--- src/rtl/ssp_pkg.sv ---
// Shared constants and helpers for the serial port controller.
// Assumes a 12-bit byte address bus with word-aligned accesses.
package ssp_pkg;
    localparam int BUS_AW = 12;
    localparam int WSEL_W = BUS_AW - 2;

    // Word-select values (byte offset >> 2)
    localparam logic [WSEL_W-1:0] REG_CFG0 = 10'h000;
    localparam logic [WSEL_W-1:0] REG_CFG1 = 10'h001;
    localparam logic [WSEL_W-1:0] REG_DATA = 10'h002;
    localparam logic [WSEL_W-1:0] REG_STAT = 10'h003;
    localparam logic [WSEL_W-1:0] REG_PRE  = 10'h004;
    localparam logic [WSEL_W-1:0] REG_MASK = 10'h005;
    localparam logic [WSEL_W-1:0] REG_RAW  = 10'h006;
    localparam logic [WSEL_W-1:0] REG_MIS  = 10'h007;

    // Control register 1 layout; bit order is software-visible
    typedef struct packed {
        logic out_off;   // bit 3
        logic slave;     // bit 2
        logic enable;    // bit 1
        logic loopback;  // bit 0
    } cfg1_t;

    // Identification byte for word index i in the ID window
    function automatic logic [7:0] id_byte(input logic [2:0] i);
        case (i)
            3'd0: id_byte = 8'h22;
            3'd1: id_byte = 8'h10;
            3'd2: id_byte = 8'h04;
            3'd3: id_byte = 8'h00;
            3'd4: id_byte = 8'h0D;
            3'd5: id_byte = 8'hF0;
            3'd6: id_byte = 8'h05;
            default: id_byte = 8'hB1;
        endcase
    endfunction
endpackage

--- src/rtl/ssp_fifo.sv ---
// Circular word queue with occupancy count.
// Assumes the caller never pushes when full nor pops when empty;
// a simultaneous push and pop keeps the count unchanged.
module ssp_fifo #(
    parameter int W     = 16,
    parameter int DEPTH = 8
) (
    input  logic                         clk,
    input  logic                         rst_n,
    input  logic                         push,
    input  logic [W-1:0]                 wdata,
    input  logic                         pop,
    output logic [W-1:0]                 head,
    output logic [$clog2(DEPTH+1)-1:0]   count
);
    localparam int PW = (DEPTH > 1) ? $clog2(DEPTH) : 1;
    localparam int CW = $clog2(DEPTH+1);

    logic [W-1:0]  mem [DEPTH];
    logic [PW-1:0] wp, rp;

    // Advance a pointer with wrap at DEPTH
    function automatic logic [PW-1:0] nxt(input logic [PW-1:0] p);
        nxt = (p == PW'(DEPTH-1)) ? '0 : p + PW'(1);
    endfunction

    // Storage write
    always_ff @(posedge clk) begin
        if (!rst_n) begin
            for (int i = 0; i < DEPTH; i++) mem[i] <= '0;
        end else if (push) begin
            mem[wp] <= wdata;
        end
    end

    // Pointer and occupancy update
    always_ff @(posedge clk) begin
        if (!rst_n) begin
            wp    <= '0;
            rp    <= '0;
            count <= '0;
        end else begin
            if (push) wp <= nxt(wp);
            if (pop)  rp <= nxt(rp);
            if (push && !pop)      count <= count + CW'(1);
            else if (pop && !push) count <= count - CW'(1);
        end
    end

    assign head = mem[rp];
endmodule

--- src/rtl/ssp_xfer.sv ---
// Transfer engine: decides each cycle whether the head transmit word
// moves, either by internal loopback or through the valid/ready
// exchange port. Purely combinational; the word stays in the transmit
// queue until it is accepted, so no holding register is needed.
module ssp_xfer #(
    parameter int DATA_W = 16
) (
    input  logic              run,
    input  logic              loopback,
    input  logic              tx_avail,
    input  logic              rx_space,
    input  logic [DATA_W-1:0] tx_head,
    input  logic [DATA_W-1:0] fmask,
    input  logic              xchg_ready,
    input  logic [DATA_W-1:0] xchg_rx_word,
    output logic              xchg_valid,
    output logic [DATA_W-1:0] xchg_tx_word,
    output logic              tx_pop,
    output logic              rx_push,
    output logic [DATA_W-1:0] rx_word
);
    logic go;

    // Move decision and returned-word selection
    always_comb begin
        go           = run && tx_avail && rx_space;
        xchg_valid   = go && !loopback;
        xchg_tx_word = xchg_valid ? tx_head : '0;
        tx_pop       = go && (loopback || xchg_ready);
        rx_push      = tx_pop;
        rx_word      = (loopback ? tx_head : xchg_rx_word) & fmask;
    end
endmodule

--- src/rtl/ssp_ctrl.sv ---
// Master-mode synchronous serial port: register file, two word queues
// and the transfer engine. Assumes single-cycle bus accesses; read data
// is combinational and a data read pops at the clock edge.
module ssp_ctrl
    import ssp_pkg::*;
#(
    parameter int DATA_W = 16,
    parameter int DEPTH  = 8
) (
    input  logic              clk,
    input  logic              rst_n,
    input  logic              bus_wr,
    input  logic              bus_rd,
    input  logic [BUS_AW-1:0] bus_addr,
    input  logic [DATA_W-1:0] bus_wdata,
    output logic [DATA_W-1:0] bus_rdata,
    output logic              irq,
    output logic              xchg_valid,
    output logic [DATA_W-1:0] xchg_tx_word,
    input  logic              xchg_ready,
    input  logic [DATA_W-1:0] xchg_rx_word
);
    localparam int CW   = $clog2(DEPTH+1);
    localparam int HALF = DEPTH / 2;

    logic [DATA_W-1:0] cfg0_q;
    cfg1_t             cfg1_q;
    logic [7:0]        pre_q;
    logic [3:0]        mask_q;

    logic [WSEL_W-1:0] wsel;
    logic              id_hit;
    logic [DATA_W:0]   one_sh;
    logic [DATA_W-1:0] fmask;
    logic              wr_data, tx_push, rx_pop, tx_pop, rx_push;
    logic [DATA_W-1:0] tx_head, rx_head, rx_word;
    logic [CW-1:0]     tx_cnt, rx_cnt;
    logic [4:0]        stat;
    logic [3:0]        raw;
    logic              run_on, lb_on;

    // Address decode and queue strobes
    always_comb begin
        wsel    = bus_addr[BUS_AW-1:2];
        id_hit  = (bus_addr[BUS_AW-1:5] == 7'h7F);
        wr_data = bus_wr && (wsel == REG_DATA);
        tx_push = wr_data && (tx_cnt != CW'(DEPTH));
        rx_pop  = bus_rd && (wsel == REG_DATA) && (rx_cnt != '0);
        run_on  = cfg1_q.enable && !cfg1_q.slave;
        lb_on   = cfg1_q.loopback;
    end

    // Frame-width mask from cfg0[3:0]
    always_comb begin
        one_sh = (DATA_W+1)'(1) << ({1'b0, cfg0_q[3:0]} + 5'd1);
        fmask  = one_sh[DATA_W-1:0] - DATA_W'(1);
    end

    // Software-visible configuration registers
    always_ff @(posedge clk) begin
        if (!rst_n) begin
            cfg0_q <= '0;
            cfg1_q <= '0;
            pre_q  <= '0;
            mask_q <= '0;
        end else if (bus_wr && !id_hit) begin
            case (wsel)
                REG_CFG0: cfg0_q <= bus_wdata;
                REG_CFG1: cfg1_q <= cfg1_t'(bus_wdata[3:0]);
                REG_PRE:  pre_q  <= bus_wdata[7:0];
                REG_MASK: mask_q <= bus_wdata[3:0];
                default: ;
            endcase
        end
    end

    ssp_fifo #(.W(DATA_W), .DEPTH(DEPTH)) u_txq (
        .clk(clk), .rst_n(rst_n),
        .push(tx_push), .wdata(bus_wdata & fmask),
        .pop(tx_pop), .head(tx_head), .count(tx_cnt)
    );

    ssp_fifo #(.W(DATA_W), .DEPTH(DEPTH)) u_rxq (
        .clk(clk), .rst_n(rst_n),
        .push(rx_push), .wdata(rx_word),
        .pop(rx_pop), .head(rx_head), .count(rx_cnt)
    );

    ssp_xfer #(.DATA_W(DATA_W)) u_xfer (
        .run(run_on), .loopback(lb_on),
        .tx_avail(tx_cnt != '0), .rx_space(rx_cnt != CW'(DEPTH)),
        .tx_head(tx_head), .fmask(fmask),
        .xchg_ready(xchg_ready), .xchg_rx_word(xchg_rx_word),
        .xchg_valid(xchg_valid), .xchg_tx_word(xchg_tx_word),
        .tx_pop(tx_pop), .rx_push(rx_push), .rx_word(rx_word)
    );

    // Status flags, level interrupt sources and the interrupt line
    always_comb begin
        stat = {tx_cnt != '0, rx_cnt == CW'(DEPTH), rx_cnt != '0,
                tx_cnt != CW'(DEPTH), tx_cnt == '0};
        raw  = {tx_cnt <= CW'(HALF), rx_cnt >= CW'(HALF), 2'b00};
        irq  = |(raw & mask_q);
    end

    // Read data multiplexer
    always_comb begin
        bus_rdata = '0;
        if (id_hit) begin
            bus_rdata = DATA_W'(id_byte(bus_addr[4:2]));
        end else begin
            case (wsel)
                REG_CFG0: bus_rdata = cfg0_q;
                REG_CFG1: bus_rdata = DATA_W'(cfg1_q);
                REG_DATA: bus_rdata = (rx_cnt != '0) ? rx_head : '0;
                REG_STAT: bus_rdata = DATA_W'(stat);
                REG_PRE:  bus_rdata = DATA_W'(pre_q);
                REG_MASK: bus_rdata = DATA_W'(mask_q);
                REG_RAW:  bus_rdata = DATA_W'(raw);
                REG_MIS:  bus_rdata = DATA_W'(raw & mask_q);
                default:  bus_rdata = '0;
            endcase
        end
    end
endmodule

--- config.mk ---
export PLATFORM = sky130hd
export DESIGN_NAME = ssp_ctrl
export DESIGN_NICKNAME = d
export VERILOG_FILES = /design/src/rtl/ssp_pkg.sv /design/src/rtl/ssp_fifo.sv /design/src/rtl/ssp_xfer.sv /design/src/rtl/ssp_ctrl.sv
export SDC_FILE = /design/constraint.sdc
export NUM_CORES = 1
export LEC_CHECK = 0
export CORE_MARGIN = 3
export CORE_UTILIZATION = 58
export DETAILED_ROUTE_END_ITERATION = 10
export DONT_BUFFER_PORTS = 1
export PLACE_DENSITY = 0.74
export SYNTH_ARGS = -nofsm -noshare
export SYNTH_HDL_FRONTEND = slang
export SYNTH_HIERARCHICAL = 1
export SYNTH_SLANG_ARGS = --single-unit
--- constraint.sdc ---
create_clock -name clk -period 3.4 [get_ports clk]
set_input_delay 0.68 -clock clk [delete_from_list [all_inputs] [get_ports clk]]
set_output_delay 0.68 -clock clk [all_outputs]
set_load 0.02 [all_outputs]
==> results.json <==
{
  "synth_ff_type": "sky130_fd_sc_hd__edfxtp_1",
  "vias_per_cell": 6.02,
  "irDropWorstVdd_v": 0.000456,
  "leakage_uw": 0.00606,
  "largest_net_degree_at_the_start_of_global_routing": 95,
  "power_density_nw_per_um2": 453,
  "worst-slew-pin-transition_ns": 1.09,
  "slew_viol_final": 0,
  "vias": 9103,
  "timing.critical_path.required_ns": 2.72,
  "synth_seq_cells": 314,
  "worstHoldEndpoint": "cfg0_q[9]",
  "timing.critical_path.max_delay_family": "multiplexers",
  "port-buffer-count": 0,
  "skew_ns": 0.0162,
  "path_max_fanout": 9,
  "drt-pass1-iter-count": 5,
  "crit_slowest_cell": "sky130_fd_sc_hd__mux4_1",
  "drt_first_iter_violations": 847,
  "worstSetupEndpointType": "output port",
  "groute.usage.overall_pct": 24.2,
  "number_of_h_tree_levels": 1,
  "cts_made_buffers": 31,
  "coreArea_um2": 26300,
  "min_period_ns": 3.34,
  "synth-seq-area-share_pct": 56.5,
  "post_cts.repair.setup_buffers": 0,
  "power.share.switching_pct": 20.6,
  "critical_path_buf_inv_count": 1,
  "ys_async_sr_fraction_pct": 0,
  "clkLatencyLatePin_ns": 0.57,
  "setup-violations-final": 0,
  "drive_above_1_share_pct": 12.3,
  "wl_mm": 34.8,
  "drv.max_cap_violation_count": 0,
  "chipHeight_um": 170,
  "clock_power_share_pct": 41.1,
  "syn_avg_cell_area_um2": 13.7,
  "synthCells": 1141,
  "worst-endpoint-arrival_ns": 2.66,
  "syn_to_final_growth_pct": 8.49,
  "ys.warnings.count": 6,
  "ctsRootBufferMaster": "sky130_fd_sc_hd__clkbuf_16",
  "reg2reg_to": "u_rxq/mem[5][3]",
  "number_of_enable_type_register_cells_in_the_synthesized_netlist": 256,
  "finalHoldViolations": 0,
  "timing.critical_path.cells": "mux4_1 -> mux2_2 -> a21oi_1 -> a2111oi_0 -> a211oi_1 -> o32ai_1 -> buf_4",
  "placementRows": 59,
  "effective_utilization_at_floorplan_pct": 59.6,
  "crit_type": "register to output port",
  "seqPwrFrac_pct": 56.1,
  "finalWeightedCongestion": 0.849,
  "critical_path.max_stage_delay_ns": 0.56,
  "fin_nets": 1218,
  "post-route-period-util_pct": 98.1,
  "worst-r2r-cell-count": 6,
  "routed_wirelength_normalized_by_instance_count_um": 23.0,
  "clock_tree_from_tritoncts": "yes",
  "syn-cell-area_um2": 15700,
  "die_x_um": 170,
  "grt_setup_unrepaired": "true",
  "grt_pass1_vias": 9231,
  "outcome": "complete, no violations",
  "detail-route-antenna-nets": 0,
  "dp_hpwl_mm": 23.3,
  "antenna_found_initial": 1,
  "clock_sinks": 314,
  "comb_power_share_pct": 2.8,
  "timing.reg2reg.setup_slack_ns": 0.35,
  "worst_r2r_startpoint": "u_txq/count[0]",
  "worst_hold_path_startpoint": "bus_wdata[9]",
  "synth_cell_type_count": 68,
  "synth_top_cell_area_share_pct": 49.1,
  "finalWorstSetupSlack_ns": 0.0635,
  "postLayoutCoreUtil_pct": 64.6,
  "worst_setup_hold_path_clk_slew_ns": 0.06,
  "grt_overflow_total": 0,
  "bufs_on_longest_clock_path": 3,
  "ys_top_cells_by_area": "sky130_fd_sc_hd__edfxtp_1 49%, sky130_fd_sc_hd__and2_1 12%, sky130_fd_sc_hd__mux4_1 10%",
  "grt_pass1_wl_mm": 53.7,
  "hold-path-cell-count": 2,
  "worst_hold_path_type": "input port to register",
  "power.internal_uw": 6110,
  "yosysTopAreaCell": "sky130_fd_sc_hd__edfxtp_1",
  "ioPinCount": 83,
  "max_slew_headroom_pct": 27.3,
  "fmax_ghz": 0.300,
  "worst_setup_slack_before_clock_tree_synthesis_ns": 0.192,
  "drcViolationCount": 0,
  "net-switching-power_uw": 1580,
  "setup.worst_path.start_class": "register",
  "dieArea_um2": 29000,
  "holdBufCountCts": 0
}
[area by class of cell]
type,instances,area (µm²)
inverter,8,30.0
timing repair buffer,43,339
tap,335,419
sequential,314,8850
fill,1902,9290
antenna,1,2.50
clock inverter,18,119
multi-input combinational,754,6430
clock buffer,38,802
[power groups by stage]
stage | clock [µW] | combinational, µW | sequential, µW
3_5_place_dp | 0 | 217 | 4400
6_report | 3160 | 218 | 4310
5_1_grt | 3370 | 232 | 4320
4_1_cts | 3200 | 218 | 4310
3_3_place_gp | 0 | 214 | 4390
2_1_floorplan | 0 | 159 | 4380
[registers in the layout, indices dropped and copies added (netlist names), 4 cells and up, named ones only]
register / count
pre_q: 8
u_txq/mem: 128
u_rxq/count: 4
u_rxq/mem: 128
u_txq/count: 4
mask_q: 4
cfg0_q: 16
[what timing repair did]
| item | CTS | global route |
|---|---|---|
| endpoints found under the setup margin | 4 | 18 |
| pin swaps | 0 | 1 |
| resized for setup | 2 | 3 |
[through the flow]
step	hold WS (ns)	cell area, µm²	cells	power (µW)	TNS (ns)
after floorplan	0.431	15700	1142	4540	-9.79
after global placement	0.441	16100	1454	4600	0
after detailed placement	0.452	16100	1454	4610	0
after CTS	0.227	17000	1510	7730	0
after global routing	0.232	17000	1511	7920	-0.0267
final	0.246	17000	1511	7690	0
[worst reg2reg max path, delay by kind of cell (launching register included)]
family                 cells  cell delay, ns
AO/OA/AOI/OAI              1            0.50
buffers and inverters      1            0.26
flip-flops                 1            0.47
AND/OR/NAND/NOR            4            1.51
[metal layers]
layer  track usage [%]  up-vias  part of all wire, %
li1                  -     4242                    -
met1              32.1     4560                   42
met2              41.8      246                   51
met3              3.69       55                  5.3
met4              6.77        0                  2.3
met5                 0        -                    0
[cells in the final DEF, fill, tap and decap left out, types with 13 or more instances in the layout]
| cell type | n |
|---|---|
| sky130_fd_sc_hd__buf_4 | 41 |
| sky130_fd_sc_hd__clkbuf_16 | 31 |
| sky130_fd_sc_hd__o21ai_1 | 13 |
| sky130_fd_sc_hd__nand2_1 | 72 |
| sky130_fd_sc_hd__and2_1 | 293 |
| sky130_fd_sc_hd__mux2_2 | 33 |
| sky130_fd_sc_hd__nor2_1 | 28 |
| sky130_fd_sc_hd__mux2i_1 | 65 |
| sky130_fd_sc_hd__mux4_1 | 59 |
| sky130_fd_sc_hd__ha_1 | 15 |
| sky130_fd_sc_hd__dfxtp_1 | 57 |
| sky130_fd_sc_hd__nor2b_1 | 36 |
| sky130_fd_sc_hd__edfxtp_1 | 256 |
[worst max path at each step]
stage / depth (start not counted) / to / slack (ns) / start
floorplan: 6 / u_txq/mem[6][0] / -0.16 / bus_addr[2]
CTS: 5 / bus_rdata[4] / 0.05 / register
global placement: 11 / u_rxq/count[3] / 0.24 / bus_addr[9]
detailed placement: 11 / u_rxq/count[3] / 0.19 / bus_addr[9]
global route: 7 / bus_rdata[2] / -0.03 / register
finish: 7 / bus_rdata[2] / 0.06 / register
[logic make-up (layout without fill, tap and decap cells)]
group / after synthesis / in the layout / share of synthesized area [%]
fa+ha+maj: 17 / 17 / 1.45
simple gates: 494 / 494 / 18.7
mux: 163 / 163 / 17.3
compound gates: 73 / 73 / 3.24
buf+inv: 74 / 107 / 2.51
other cells: 1 / 3 / 0.0239
flops: 314 / 314 / 56.5
xor+xnor: 5 / 5 / 0.280
[synthesized netlist by cell type, types with 6 or more instances]
cell type and n:
sky130_fd_sc_hd__a22o_1 9, sky130_fd_sc_hd__edfxtp_1 256, sky130_fd_sc_hd__buf_2 6, sky130_fd_sc_hd__inv_1 8
sky130_fd_sc_hd__nand2b_1 10, sky130_fd_sc_hd__mux4_1 60, sky130_fd_sc_hd__a21oi_1 11, sky130_fd_sc_hd__nand3_1 9
sky130_fd_sc_hd__o21ai_0 19, sky130_fd_sc_hd__nor2_1 28, sky130_fd_sc_hd__nor2b_1 36, sky130_fd_sc_hd__dfxtp_1 58
sky130_fd_sc_hd__clkbuf_1 33, sky130_fd_sc_hd__nor3_1 9, sky130_fd_sc_hd__buf_6 12, sky130_fd_sc_hd__ha_1 15
sky130_fd_sc_hd__and2_1 293, sky130_fd_sc_hd__mux2_2 33, sky130_fd_sc_hd__mux2i_1 65, sky130_fd_sc_hd__buf_1 7
sky130_fd_sc_hd__nand2_1 72
Power figures use the tool's default switching activity.
